[config.mk]
export PLATFORM = sky130hd
export DESIGN_NAME = bus_hold_arbiter
export DESIGN_NICKNAME = d
export VERILOG_FILES = /design/src/rtl/bha_pkg.sv /design/src/rtl/bha_sync.sv /design/src/rtl/bha_fsm.sv /design/src/rtl/bha_cs_decode.sv /design/src/rtl/bus_hold_arbiter.sv
export SDC_FILE = /design/constraint.sdc
export NUM_CORES = 1
export LEC_CHECK = 0
export ABC_AREA = 1
export BUFFER_PORTS_ARGS = -buffer_cell sky130_fd_sc_hd__buf_2
export CAP_MARGIN = 20
export CORE_AREA = 2 2 104 106
export DETAILED_ROUTE_END_ITERATION = 6
export DIE_AREA = 0 0 106 108
export PLACE_DENSITY_LB_ADDON = 0.15
export SLEW_MARGIN = 20
export SYNTH_ARGS = -nofsm -noshare
export SYNTH_HDL_FRONTEND = slang
export SYNTH_SLANG_ARGS = --single-unit
export TNS_END_PERCENT = 100
[constraint.sdc]
create_clock -name clk -period 4.27 [get_ports clk]
set_clock_uncertainty 0.2 [all_clocks]
set_input_delay 0.2135 -clock clk [delete_from_list [all_inputs] [get_ports clk]]
set_output_delay 0.2135 -clock clk [all_outputs]
set_load 0.005 [all_outputs]
[src/rtl/bha_pkg.sv]
package bha_pkg;
  typedef enum logic [1:0] {
    ST_OWN    = 2'd0,
    ST_WAIT   = 2'd1,
    ST_GRANT  = 2'd2,
    ST_RETURN = 2'd3
  } hold_state_t;
endpackage

[src/rtl/bha_sync.sv]
module bha_sync #(
  parameter int STAGES = 2
) (
  input  logic clk,
  input  logic rst_n,
  input  logic async_n,
  output logic req
);
  logic [STAGES-1:0] chain;

  always_ff @(posedge clk or negedge rst_n) begin
    if (!rst_n) chain <= '1;
    else        chain <= {chain[STAGES-2:0], async_n};
  end

  assign req = ~chain[STAGES-1];
endmodule

[src/rtl/bha_fsm.sv]
module bha_fsm
  import bha_pkg::*;
(
  input  logic clk,
  input  logic rst_n,
  input  logic req,
  input  logic core_released,
  output logic hold_req,
  output logic back_n,
  output logic drv_en,
  output logic ext_sel
);
  hold_state_t state, state_nx;

  always_comb begin
    state_nx = state;
    unique case (state)
      ST_OWN:    if (req) state_nx = ST_WAIT;
      ST_WAIT:   if (!req) state_nx = ST_OWN;
                 else if (core_released) state_nx = ST_GRANT;
      ST_GRANT:  if (!req) state_nx = ST_RETURN;
      ST_RETURN: state_nx = ST_OWN;
      default:   state_nx = ST_OWN;
    endcase
  end

  always_ff @(posedge clk or negedge rst_n) begin
    if (!rst_n) state <= ST_OWN;
    else        state <= state_nx;
  end

  assign hold_req = (state != ST_OWN);
  assign back_n   = (state != ST_GRANT);
  assign drv_en   = (state == ST_OWN) || (state == ST_WAIT);
  assign ext_sel  = ~drv_en;

  AST_ACK_NEEDS_RELEASE: assert property (@(posedge clk) disable iff (!rst_n)
    $fell(back_n) |-> $past(core_released));
  AST_ACK_UNDER_HOLD: assert property (@(posedge clk) disable iff (!rst_n)
    !back_n |-> hold_req);
  AST_HOLD_DROPS_IDLE: assert property (@(posedge clk) disable iff (!rst_n)
    $fell(hold_req) |-> (back_n && drv_en));
endmodule

[src/rtl/bha_cs_decode.sv]
module bha_cs_decode #(
  parameter int AW  = 24,
  parameter int NCS = 4
) (
  input  logic [AW-1:0]     addr,
  input  logic              mreq_n,
  input  logic              iorq_n,
  input  logic [NCS*AW-1:0] base,
  input  logic [NCS*AW-1:0] mask,
  input  logic [NCS-1:0]    io,
  input  logic [NCS-1:0]    en,
  output logic [NCS-1:0]    cs_n
);
  logic [NCS-1:0] hit;
  logic           taken;

  for (genvar g = 0; g < NCS; g++) begin : g_region
    logic strobe_ok;
    assign strobe_ok = io[g] ? ~iorq_n : ~mreq_n;
    assign hit[g] = en[g] && strobe_ok &&
                    ((addr & mask[g*AW +: AW]) == base[g*AW +: AW]);
  end

  always_comb begin
    cs_n  = '1;
    taken = 1'b0;
    for (int i = 0; i < NCS; i++) begin
      if (hit[i] && !taken) begin
        cs_n[i] = 1'b0;
        taken   = 1'b1;
      end
    end
  end
endmodule

[src/rtl/bus_hold_arbiter.sv]
module bus_hold_arbiter #(
  parameter int AW          = 24,
  parameter int NCS         = 4,
  parameter int SYNC_STAGES = 2
) (
  input  logic              clk,
  input  logic              rst_n,
  input  logic              breq_n_pin,
  output logic              back_n,
  output logic              core_hold_req,
  input  logic              core_released,
  input  logic [AW-1:0]     core_addr,
  input  logic              core_mreq_n,
  input  logic              core_iorq_n,
  input  logic [AW-1:0]     pad_addr_in,
  input  logic              pad_mreq_n_in,
  input  logic              pad_iorq_n_in,
  input  logic [NCS*AW-1:0] cs_base,
  input  logic [NCS*AW-1:0] cs_mask,
  input  logic [NCS-1:0]    cs_io,
  input  logic [NCS-1:0]    cs_en,
  output logic              addr_oe,
  output logic              strobe_oe,
  output logic              data_oe,
  output logic              cmd_oe,
  output logic              dec_ext_sel,
  output logic [NCS-1:0]    cs_n
);
  logic          req;
  logic          drv_en;
  logic [AW-1:0] dec_addr;
  logic          dec_mreq_n;
  logic          dec_iorq_n;

  bha_sync #(.STAGES(SYNC_STAGES)) u_sync (
    .clk(clk), .rst_n(rst_n), .async_n(breq_n_pin), .req(req)
  );

  bha_fsm u_fsm (
    .clk(clk), .rst_n(rst_n), .req(req), .core_released(core_released),
    .hold_req(core_hold_req), .back_n(back_n), .drv_en(drv_en),
    .ext_sel(dec_ext_sel)
  );

  assign addr_oe   = drv_en;
  assign strobe_oe = drv_en;
  assign data_oe   = drv_en;
  assign cmd_oe    = drv_en;

  assign dec_addr   = dec_ext_sel ? pad_addr_in   : core_addr;
  assign dec_mreq_n = dec_ext_sel ? pad_mreq_n_in : core_mreq_n;
  assign dec_iorq_n = dec_ext_sel ? pad_iorq_n_in : core_iorq_n;

  bha_cs_decode #(.AW(AW), .NCS(NCS)) u_dec (
    .addr(dec_addr), .mreq_n(dec_mreq_n), .iorq_n(dec_iorq_n),
    .base(cs_base), .mask(cs_mask), .io(cs_io), .en(cs_en), .cs_n(cs_n)
  );

  AST_PINS_FLOAT_ON_ACK: assert property (@(posedge clk) disable iff (!rst_n)
    !back_n |-> (!addr_oe && !strobe_oe && dec_ext_sel));
  AST_BUS_FLOAT_ON_ACK: assert property (@(posedge clk) disable iff (!rst_n)
    !back_n |-> (!data_oe && !cmd_oe));
  AST_REDRIVE_LATE: assert property (@(posedge clk) disable iff (!rst_n)
    $rose(addr_oe) |-> $past(back_n));
  AST_CS_EXCLUSIVE: assert property (@(posedge clk) disable iff (!rst_n)
    $onehot0(~cs_n));
endmodule

==> run metrics, run 1 <==
status=finished, final reports clean; total number of vias=4735; power density cells=253.9 nW/µm²; worst rel slew slack=0.5383; CP required=3.86 ns; Total Routing Usage GR=0.2091; Peak VDD IR=0.0003633 V; DR pass1 iterations=4; diode count=0; clock root buffer=clkbuf_8; Critical Path Start Type=flip-flop; Total Routed Length=12.64 mm; placer congestion estimate=0.8413; Setup violations, final=0; synthesis-to-finish area growth=49.60%; Worst-Skew Late Latency=0.21 ns; Post-Syn Area=2997 µm²; Slew Viols, Final=0; Seq cells post-synth=4; Yosys Warn Count=0; critical path arrival=2.44 ns; CP max stage cell=inv_2; CTS tree=yes; Yosys top cell by area=nand2_1; Syn Inst Count=669; # clock sinks=4; Core Util, Final=0.4382; Finished Layout Cells=1066; cell mode on critical path=nand2_1; part of the cycle the worst path needs=0.6682; Starting Density=0.2929; cts bufs inserted=3; synthesized area per cell=4.479 µm²; Max Cap Viol=0; H-tree levels=1; grt ovf=0; largest net degree at the start of global routing=49; sequential cell area fraction in the yosys report=0.03424; Rows=37; number of DRC markers in iteration 0=274; placed wire-length estimate=11.17 mm; Syn Nets=925; first-pass GRT wire length=19.60 mm; HP Class=in -> reg; RSZ-0062 raised after global routing=no; initial antenna violation count=0; layout cell share with drive strength beyond 1=0.3065; WL/cell=11.85 µm; Clk pin slew, worst setup/hold paths=0.03 ns; CP delay by family, top=simple AND/OR/NAND/NOR gates; WP buf/inv=2; Leakage=2.908 nW; vias in the first global route=4367; setup TNS=0 ns; post-synth cell types=21; Vert. Die Dim=108 µm; chip width=106 µm; worst setup path category=reg -> out; Synth top area share=0.4610; Worst Setup End Kind=primary output; actual slew at the worst max-slew pin=0.6915 ns; Hold Vio Cnt, Final=0; I/O Pins=267; PortBufs=266; number of fillers in the final layout=1275; Post-route DRC=0; crit-path cells=inv_2 > nand2_1 > nand2_1 > nand2_1 > nand2_1 > nand2_1 > nor2_1 > nand2_1 > nor2_1 > nand2_1 > nor2_1 > nor2_1 > nand2_1 > buf_2; NumNets Final=1187; DIE AREA=11450 µm²; Post-CTS Setup Bufs=0; Final Critical Period=2.853 ns; CTS Buffer Depth=2; Crit path largest cell delay=0.51 ns; Detail Route Antenna Nets=0; Synth area leaders=nand2_1 46%, nand3_1 14%, nand3b_1 11%; Peak Freq=350.5 MHz; core area=10230 µm²; Worst Path Max Fanout=36; Via density=4.442; hold_ws=0.07158 ns; cell total after placement=1060; Resized Gates After CTS=0
cell families after synthesis:
logic type      after synthesis  synth area share
simple gates                551            0.7850
buf+inv                      96            0.1349
compound gates               10           0.02255
xor+xnor                      8           0.02338
flops                         4           0.03424
layer usage:
layer,up-vias,part of all wire,global-route usage
li1,2580,-,-
met1,1960,0.40,0.2449
met2,187,0.51,0.4175
met3,8,0.085,0.03134
met4,0,0.0047,0.01222
met5,-,0,0
cell usage after synthesis:
| master | count |
|---|---|
| o21ai_2 | 4 |
| a21oi_1 | 1 |
| clkbuf_1 | 1 |
| nor2_1 | 50 |
| o21ai_1 | 4 |
| dfrtp_1 | 2 |
| buf_2 | 2 |
| nand3_1 | 82 |
| nand2_1 | 368 |
| nand4_1 | 1 |
| buf_4 | 7 |
| xor2_1 | 5 |
| o31ai_1 | 1 |
| nand3b_1 | 43 |
| inv_2 | 1 |
| dfstp_2 | 2 |
| inv_1 | 83 |
| xnor2_1 | 3 |
| buf_6 | 2 |
| nor2_2 | 1 |
| nand2_2 | 6 |
where the power goes:
part	internal, mW	total, mW	leakage, nW	switching, mW
Sequential	0.0498	0.0556	0.0450	0.00584
Combinational	0.354	0.999	2.84	0.645
Clock	0.0638	0.0841	0.0228	0.0203
Total	0.468	1.14	2.91	0.671
worst paths after layout:
| path | slack (ns) | end | from | depth (start not counted) |
|---|---|---|---|---|
| max | 1.42 | cs_n[3] | flip-flop | 14 |
| min | 0.07 | flip-flop | core_released | 3 |
| max reg2reg | 2.71 | flip-flop | flip-flop | 3 |
| min reg2reg | 0.16 | u_sync.chain[1]$_DFF_PN1_ | u_sync.chain[0]$_DFF_PN1_ | 0 |
| max in group asynchronous | 3.53 | u_sync.chain[1]$_DFF_PN1_ | rst_n | 2 |
| min in group asynchronous | 0.13 | u_fsm.state[0]$_DFFE_PN0P_ | rst_n | 2 |
tightest hold or removal path, stage by stage:
cell and delay [ns]:
buf_2 0.10, inv_1 0.06, o31ai_1 0.08
cell type report:
class | count | area [µm²] | area share
well taps | 136 | 170.2 | 0.03796
inverters | 84 | 315.3 | 0.07033
flip-flops and latches | 4 | 103.9 | 0.02317
clock buffers | 4 | 45.04 | 0.01005
repair buffers | 269 | 1359 | 0.3031
multi-input cells | 569 | 2490 | 0.5554
through the flow:
stage / instance area, µm² / setup WS (ns) / total power [mW]
floorplan: 2997 / 2.359 / 0.7747
global placement: 4418 / 1.666 / 1.053
detailed placement: 4418 / 1.640 / 1.060
CTS: 4483 / 1.400 / 1.151
global route: 4483 / 1.118 / 1.307
finish: 4483 / 1.417 / 1.138
layout by cell type, fill, tap and decap left out, types with 2 or more instances in the layout:
cell             n
dfstp_2          2
inv_1           83
dlygate4sd3_1    2
nand3_1         82
nor2_1          50
nand2_2          6
nand2_1        368
o21ai_2          4
xnor2_1          3
clkbuf_8         3
xor2_1           5
buf_2          266
nand3b_1        43
o21ai_1          4
repair_timing:
action | CTS | global route
setup endpoints to repair | 0 | 0
hold buffers | 2 | 0
endpoints found under the hold margin | 5 | 0
Power figures use the tool's default switching activity.
==> run 2, diff against run 1 <==
--- a/config.mk
+++ b/config.mk
@@ -8,9 +8,9 @@
 export ABC_AREA = 1
 export BUFFER_PORTS_ARGS = -buffer_cell sky130_fd_sc_hd__buf_2
 export CAP_MARGIN = 20
-export CORE_AREA = 2 2 104 106
+export CORE_AREA = 2 2 105 107
 export DETAILED_ROUTE_END_ITERATION = 6
-export DIE_AREA = 0 0 106 108
+export DIE_AREA = 0 0 107 109
 export PLACE_DENSITY_LB_ADDON = 0.15
 export SLEW_MARGIN = 20
 export SYNTH_ARGS = -nofsm -noshare
==> constraint.sdc (replaced) <==
create_clock -name clk -period 2.3 [get_ports clk]
set_clock_uncertainty 0.2 [all_clocks]
set_input_delay 0.115 -clock clk [delete_from_list [all_inputs] [get_ports clk]]
set_output_delay 0.115 -clock clk [all_outputs]
set_load 0.005 [all_outputs]
==> run metrics, run 2 (synthesis gave the netlist of run 1 again) <==
vias in the first global route=4230 (was 4367); total number of vias=4843 (was 4735); chip width=107 µm (was 106 µm); Crit path largest cell delay=0.44 ns (was 0.51 ns); Critical Path Start Type=flip-flop (unchanged); layout cell share with drive strength beyond 1=0.3602 (was 0.3065); Clk pin slew, worst setup/hold paths=0.03 ns (about the same); grt ovf=0 (unchanged); HP Class=in -> async (was in -> reg); Worst Setup End Kind=primary output (unchanged); worst rel slew slack=0.8175 (was 0.5383); Reg2Reg Depth=4 (was 3); WP buf/inv=4 (was 2); Leakage=3.105 nW (was 2.908 nW); placer congestion estimate=0.8236 (was 0.8413); Slew Viols, Final=0 (unchanged); PortBufs=266 (unchanged); CP delay by family, top=simple AND/OR/NAND/NOR gates (unchanged); NumNets Final=1212 (was 1187); largest net degree at the start of global routing=18 (was 49); synthesis-to-finish area growth=65.76% (was 49.60%); RSZ-0062 raised after global routing=yes (was no); placed wire-length estimate=11.31 mm (was 11.17 mm); Post-route DRC=0 (unchanged); Detail Route Antenna Nets=0 (unchanged); hold_ws=0.03904 ns (was 0.07158 ns); CTS tree=yes (unchanged); CP max stage cell=dfrtp_2 (was inv_2); part of the cycle the worst path needs=1.050; Rows=38 (was 37); Peak Freq=413.9 MHz; CP required=1.99 ns (was 3.86 ns); Worst-Skew Late Latency=0.22 ns (was 0.21 ns); Via density=4.423 (was 4.442); # clock sinks=4 (unchanged); Hold Vio Cnt, Final=0 (unchanged); initial antenna violation count=0 (unchanged); DR pass1 iterations=5 (was 4); core area=10600 µm² (was 10230 µm²); Final Power=2.771 mW (was 1.138 mW); first-pass GRT wire length=19.11 mm (was 19.60 mm); clock root buffer=clkbuf_8 (unchanged); failing checks=negative setup slack; Max Cap Viol=0 (unchanged); setup slack, reg-to-reg=0.98 ns (was 2.71 ns); CTS Buffer Depth=2 (unchanged); cell mode on critical path=nand2_1 (unchanged); stages on the worst setup path=13 (was 14); Final WS setup=-0.1161 ns (was 1.417 ns); Starting Density=0.2826 (was 0.2929); Worst Path Max Fanout=6 (was 36); diode count=0 (unchanged); most frequent cells in the layout=345 x nand2_1, 266 x buf_2, 83 x inv_1, 82 x nand3_1, 43 x nand3b_1 (was 368 x nand2_1, 266 x buf_2, 83 x inv_1, 82 x nand3_1, 50 x nor2_1); power density cells=557.8 nW/µm² (was 253.9 nW/µm²); WL/cell=11.85 µm (about the same); Total Routed Length=12.97 mm (was 12.64 mm); crit-path cells=buf_12 > buf_8 > o21ai_4 > buf_6 > nand2_2 > nand2_1 > nand4_1 > nor2_1 > nand2_1 > nor2_2 > nor2_2 > nand2_1 > buf_2 (was inv_2 > nand2_1 > nand2_1 > nand2_1 > nand2_1 > nand2_1 > nor2_1 > nand2_1 > nor2_1 > nand2_1 > nor2_1 > nor2_1 > nand2_1 > buf_2); termination of the worst setup path=cs_n[3] (unchanged); actual slew at the worst max-slew pin=0.2714 ns (was 0.6915 ns); DIE AREA=11660 µm² (was 11450 µm²); critical path arrival=2.10 ns (was 2.44 ns); commonest non-fill, non-tap cell in the layout=nand2_1 (unchanged); H-tree levels=1 (unchanged); Setup violations, final=4 (was 0); I/O Pins=267 (unchanged); Peak VDD IR=0.0005760 V (was 0.0003633 V); Total Routing Usage GR=0.2039 (was 0.2091); status=finished with violations (was finished, final reports clean); Vert. Die Dim=109 µm (was 108 µm); Final Critical Period=2.416 ns; cts bufs inserted=3 (unchanged); number of DRC markers in iteration 0=280 (was 274); worst setup path category=reg -> out (unchanged)
[run 2: where the power goes]
part           total (mW)  internal (mW)  switching [mW]
clock network       0.156          0.118          0.0378
registers           0.115         0.0926          0.0221
logic                2.50           1.10            1.40
[run 2: layout make-up]
| cell class | instances | area [µm²] |
|---|---|---|
| clock buffers | 4 | 45.04 |
| flip-flops and latches | 4 | 103.9 |
| well taps | 140 | 175.2 |
| multi-input cells | 569 | 2680 |
| fillers | 1185 | 5635 |
| repair buffers | 294 | 1645 |
| inverters | 84 | 317.8 |
[run 2: worst min path at each step]
stage	from	end	slack, ns	depth (start not counted)
floorplan	rst_n	asynchronous set/reset pin	-0.38	0
global placement	rst_n	u_fsm.state[0]$_DFFE_PN0P_	-0.27	1
detailed placement	rst_n	u_fsm.state[0]$_DFFE_PN0P_	-0.27	1
CTS	rst_n	u_fsm.state[0]$_DFFE_PN0P_	0.03	2
global route	rst_n	u_fsm.state[0]$_DFFE_PN0P_	0.06	2
finish	rst_n	u_fsm.state[0]$_DFFE_PN0P_	0.04	2
[run 2: worst reg2reg max path, cell delays in order (launching register included)]
cell	delay, ns
dfrtp_2	0.44
inv_4	0.10
buf_6	0.14
nand2_1	0.06
o31ai_1	0.25
[run 2: stage by stage]
step                      utilization  instances  setup TNS (ns)  cell area [µm²]  setup slack [ns]
after floorplan                     -        669               0             2997            0.4873
after global placement         0.4292       1076               0             4551          0.009645
after detailed placement       0.4292       1076        -0.01002             4551         -0.005916
after CTS                      0.4569       1095         -0.3727             4845           -0.1335
after global routing           0.4685       1095         -0.9770             4967           -0.2851
final                          0.4685       1095         -0.3441             4967           -0.1161
[run 2: timing repair]
item | 4_1_cts | 5_1_grt
gates resized for setup | 37 | 29
endpoints found under the setup margin | 4 | 4
pin swaps | 17 | 25
buffers inserted | 12 | 0
gates cloned | 0 | 0
endpoints found under the hold margin | 6 | 0
hold buffers | 3 | 0
[run 2: metal layers]
layer	up-vias	track usage	wire, µm
met4	0	0.02134	135
met5	-	0	0
met1	2015	0.2468	5424
met3	12	0.03407	977
met2	184	0.3890	6436
li1	2632	-	-
==> run 3, diff against run 2 <==
--- a/config.mk
+++ b/config.mk
@@ -15,5 +15,6 @@
 export SLEW_MARGIN = 20
 export SYNTH_ARGS = -nofsm -noshare
 export SYNTH_HDL_FRONTEND = slang
+export SYNTH_HIERARCHICAL = 1
 export SYNTH_SLANG_ARGS = --single-unit
 export TNS_END_PERCENT = 100
==> run metrics, run 3 <==
CP max stage cell=dfrtp_1 (was dfrtp_2); Synth top area share=0.4724 (was 0.4610); Final Power=2.754 mW (was 2.771 mW); NumNets Final=1152 (was 1212); setup TNS=-0.009841 ns (was -0.3441 ns); stages on the worst setup path=16 (was 13); first-pass GRT wire length=18.88 mm (was 19.11 mm); placer congestion estimate=0.8113 (was 0.8236); WL/cell=12.11 µm (was 11.85 µm); commonest non-fill, non-tap cell in the layout=nand2_1 (unchanged); Synth area leaders=nand2_1 47%, nand3_1 13%, inv_1 8.7% (was nand2_1 46%, nand3_1 14%, nand3b_1 11%); largest net degree at the start of global routing=14 (was 18); Worst Path Max Fanout=7 (was 6); Worst Setup End Kind=primary output (unchanged); RSZ-0062 raised after global routing=yes (unchanged); Final Critical Period=2.309 ns (was 2.416 ns); Detail Route Antenna Nets=0 (unchanged); I/O Pins=267 (unchanged); FFs w/ async S/R, synth=1.000 (unchanged); grt ovf=0 (unchanged); Yosys top cell by area=nand2_1 (unchanged); Total Routed Length=12.55 mm (was 12.97 mm); Seq cells post-synth=4 (unchanged); CTS Buffer Depth=2 (unchanged); Main synth FF type=dfstp_2 (unchanged); Final WS setup=-0.009162 ns (was -0.1161 ns); Critical Path Start Type=flip-flop (unchanged); DIE AREA=11660 µm² (unchanged); Yosys Warn Count=6 (was 0); Rows=38 (unchanged); Clk pin slew, worst setup/hold paths=0.03 ns (about the same); core area=10600 µm² (unchanged); Via density=4.380 (was 4.423); Crit path largest cell delay=0.39 ns (was 0.44 ns); cell total after placement=1023 (was 1076); layout cell share with drive strength beyond 1=0.3937 (was 0.3602); Post-Syn Area=2836 µm² (was 2997 µm²); placed cell areas=4268 µm² (was 4551 µm²); Peak VDD IR=0.0006826 V (was 0.0005760 V); crit-path cells=buf_12 > buf_8 > nand2_4 > nand2_4 > buf_4 > nand2_2 > nand2_1 > nand2_1 > nand2_1 > nor2_2 > nand2_2 > nor2_2 > nand2_1 > nor2_1 > nand2_1 > buf_2 (was buf_12 > buf_8 > o21ai_4 > buf_6 > nand2_2 > nand2_1 > nand4_1 > nor2_1 > nand2_1 > nor2_2 > nor2_2 > nand2_1 > buf_2); initial antenna violation count=2 (was 0); CTS tree=yes (unchanged); total number of vias=4538 (was 4843); Synth Area in Compound Gates=0.001764 (was 0.02255); Max Cap Viol=0 (unchanged); Post-route DRC=0 (unchanged); CP required=1.99 ns (about the same); cts bufs inserted=3 (unchanged); cell mode on critical path=nand2_1 (unchanged); synthesized area per cell=4.524 µm² (was 4.479 µm²); Slew Viols, Final=0 (unchanged); H-tree levels=1 (unchanged); number of DRC markers in iteration 0=162 (was 280); Leakage=2.895 nW (was 3.105 nW); synth cell count leaders=357 x nand2_1, 75 x nand3_1, 66 x inv_1 (was 368 x nand2_1, 83 x inv_1, 82 x nand3_1); Total Routing Usage GR=0.2038 (was 0.2039); Synth Area in Adders=0 (unchanged); Setup violations, final=2 (was 4); clock root buffer=clkbuf_8 (unchanged); Reg2Reg Depth=6 (was 4); post-synthesis mux area share=0 (unchanged); Vert. Die Dim=109 µm (unchanged); Worst-Skew Late Latency=0.21 ns (was 0.22 ns); # clock sinks=4 (unchanged); Syn Nets=883 (was 925); status=finished with violations (unchanged); chip width=107 µm (unchanged); Peak Freq=433.1 MHz (was 413.9 MHz); hold_ws=0.02864 ns (was 0.03904 ns); Hold Vio Cnt, Final=0 (unchanged); final instance area=4683 µm² (was 4967 µm²); Syn Inst Count=627 (was 669); actual slew at the worst max-slew pin=0.2239 ns (was 0.2714 ns); count leader, synth=nand2_1 (unchanged); most frequent cells in the layout=317 x nand2_1, 266 x buf_2, 74 x nand3_1, 66 x inv_1, 37 x nor2_1 (was 345 x nand2_1, 266 x buf_2, 83 x inv_1, 82 x nand3_1, 43 x nand3b_1); EDFF count, synth=0 (unchanged); Finished Layout Cells=1036 (was 1095); power density cells=588.2 nW/µm² (was 557.8 nW/µm²); part of the cycle the worst path needs=1.004 (was 1.050); CP delay by family, top=simple AND/OR/NAND/NOR gates (unchanged); largest family of logic cells by synthesized area=simple AND/OR/NAND/NOR gates (unchanged); DR pass1 iterations=4 (was 5); PortBufs=266 (unchanged); post-synthesis xor/xnor area fraction=0.04632 (was 0.02338); sequential cell area fraction in the yosys report=0.03617 (was 0.03424); WP buf/inv=4 (unchanged); worst setup path category=reg -> out (unchanged); Starting Density=0.2675 (was 0.2826); placed wire-length estimate=10.85 mm (was 11.31 mm); Synth Area in Simple Gates=0.7631 (was 0.7850); post-synth cell types=22 (was 21); worst rel slew slack=0.8497 (was 0.8175); critical path arrival=1.99 ns (was 2.10 ns); synthesis-to-finish area growth=65.11% (was 65.76%); vias in the first global route=4147 (was 4230); HP Class=in -> async (unchanged); failing checks=negative setup slack (unchanged)
run 3: cell count changes in the layout (fill, tap and decap cells not counted), moves of 5 or more:
cell	change
nor2_1	-5
nand2_1	-28
nand3b_1	-21
o21ai_4	-7
inv_1	-17
nand2_2	+9
nand2_4	+8
nor2_2	+6
nand3_1	-8
buf_4	-5
run 3: cell type report:
class	count	area, µm²
Antenna cell	2	5.005
Clock buffer	3	41.29
Sequential cell	4	102.6
Timing Repair inverter	1	16.27
Timing Repair Buffer	284	1550
Inverter	68	271.5
Fill cell	1265	5919
Multi-Input combinational cell	534	2521
Tap cell	140	175.2
run 3: final timing paths:
| kind | startpoint | end | slack, ns |
|---|---|---|---|
| min in group clk | u_sync/chain[0]$_DFF_PN1_ | u_sync/chain[1]$_DFF_PN1_ | 0.15 |
| hold reg to reg | u_sync/chain[0]$_DFF_PN1_ | u_sync/chain[1]$_DFF_PN1_ | 0.15 |
| setup / recovery | flip-flop | cs_n[3] | -0.009 |
| hold / removal | rst_n | u_fsm/state[0]$_DFFE_PN0P_ | 0.03 |
| max in group asynchronous | rst_n | u_sync/chain[0]$_DFF_PN1_ | 1.67 |
| setup reg to reg | flip-flop | u_fsm/state[0]$_DFFE_PN0P_ | 1.03 |
run 3: per-layer routing:
| layer | vias up | part of all wire | GRT usage |
|---|---|---|---|
| met5 | - | 0 | 0 |
| met2 | 177 | 0.51 | 0.3981 |
| met4 | 0 | 0.011 | 0.03618 |
| li1 | 2444 | - | - |
| met1 | 1907 | 0.38 | 0.2271 |
| met3 | 10 | 0.096 | 0.04483 |
run 3: worst register-to-register path, stage by stage (launching register included):
cell and delay, ns:
dfrtp_1 0.39, buf_12 0.17, buf_4 0.15, inv_2 0.10, nand2_2 0.05, nand2_1 0.05
nor2_1 0.04
run 3: cell families (layout without fill, tap and decap cells):
| group | after synthesis | in the layout |
|---|---|---|
| simple gates | 518 | 518 |
| compound gates | 1 | 1 |
| flops | 4 | 4 |
| buf+inv | 89 | 356 |
| xor+xnor | 15 | 15 |
| other cells | 0 | 2 |
run 3: repair_timing:
item / CTS / global route
hold buffers: 3 / 0
gates resized for setup: 46 / 36
buffers inserted: 2 / 1
gates cloned: 2 / 0
endpoints found under the hold margin: 7 / 0
pin swaps: 11 / 18
setup endpoints to repair: 4 / 4
run 3: stage by stage:
step                      setup WS [ns]    util
after CTS                      -0.07075  0.4273
after detailed placement      -0.003472  0.4025
after floorplan                  0.2680       -
final                         -0.009162  0.4417
after global routing            -0.2368  0.4415
after global placement          0.02599  0.4025
run 3: power by group:
group          total [mW]  internal, mW  switching [mW]
Combinational        2.51          1.03            1.48
Clock               0.142         0.111          0.0310
Sequential          0.105        0.0917          0.0129
Total                2.75          1.23            1.52
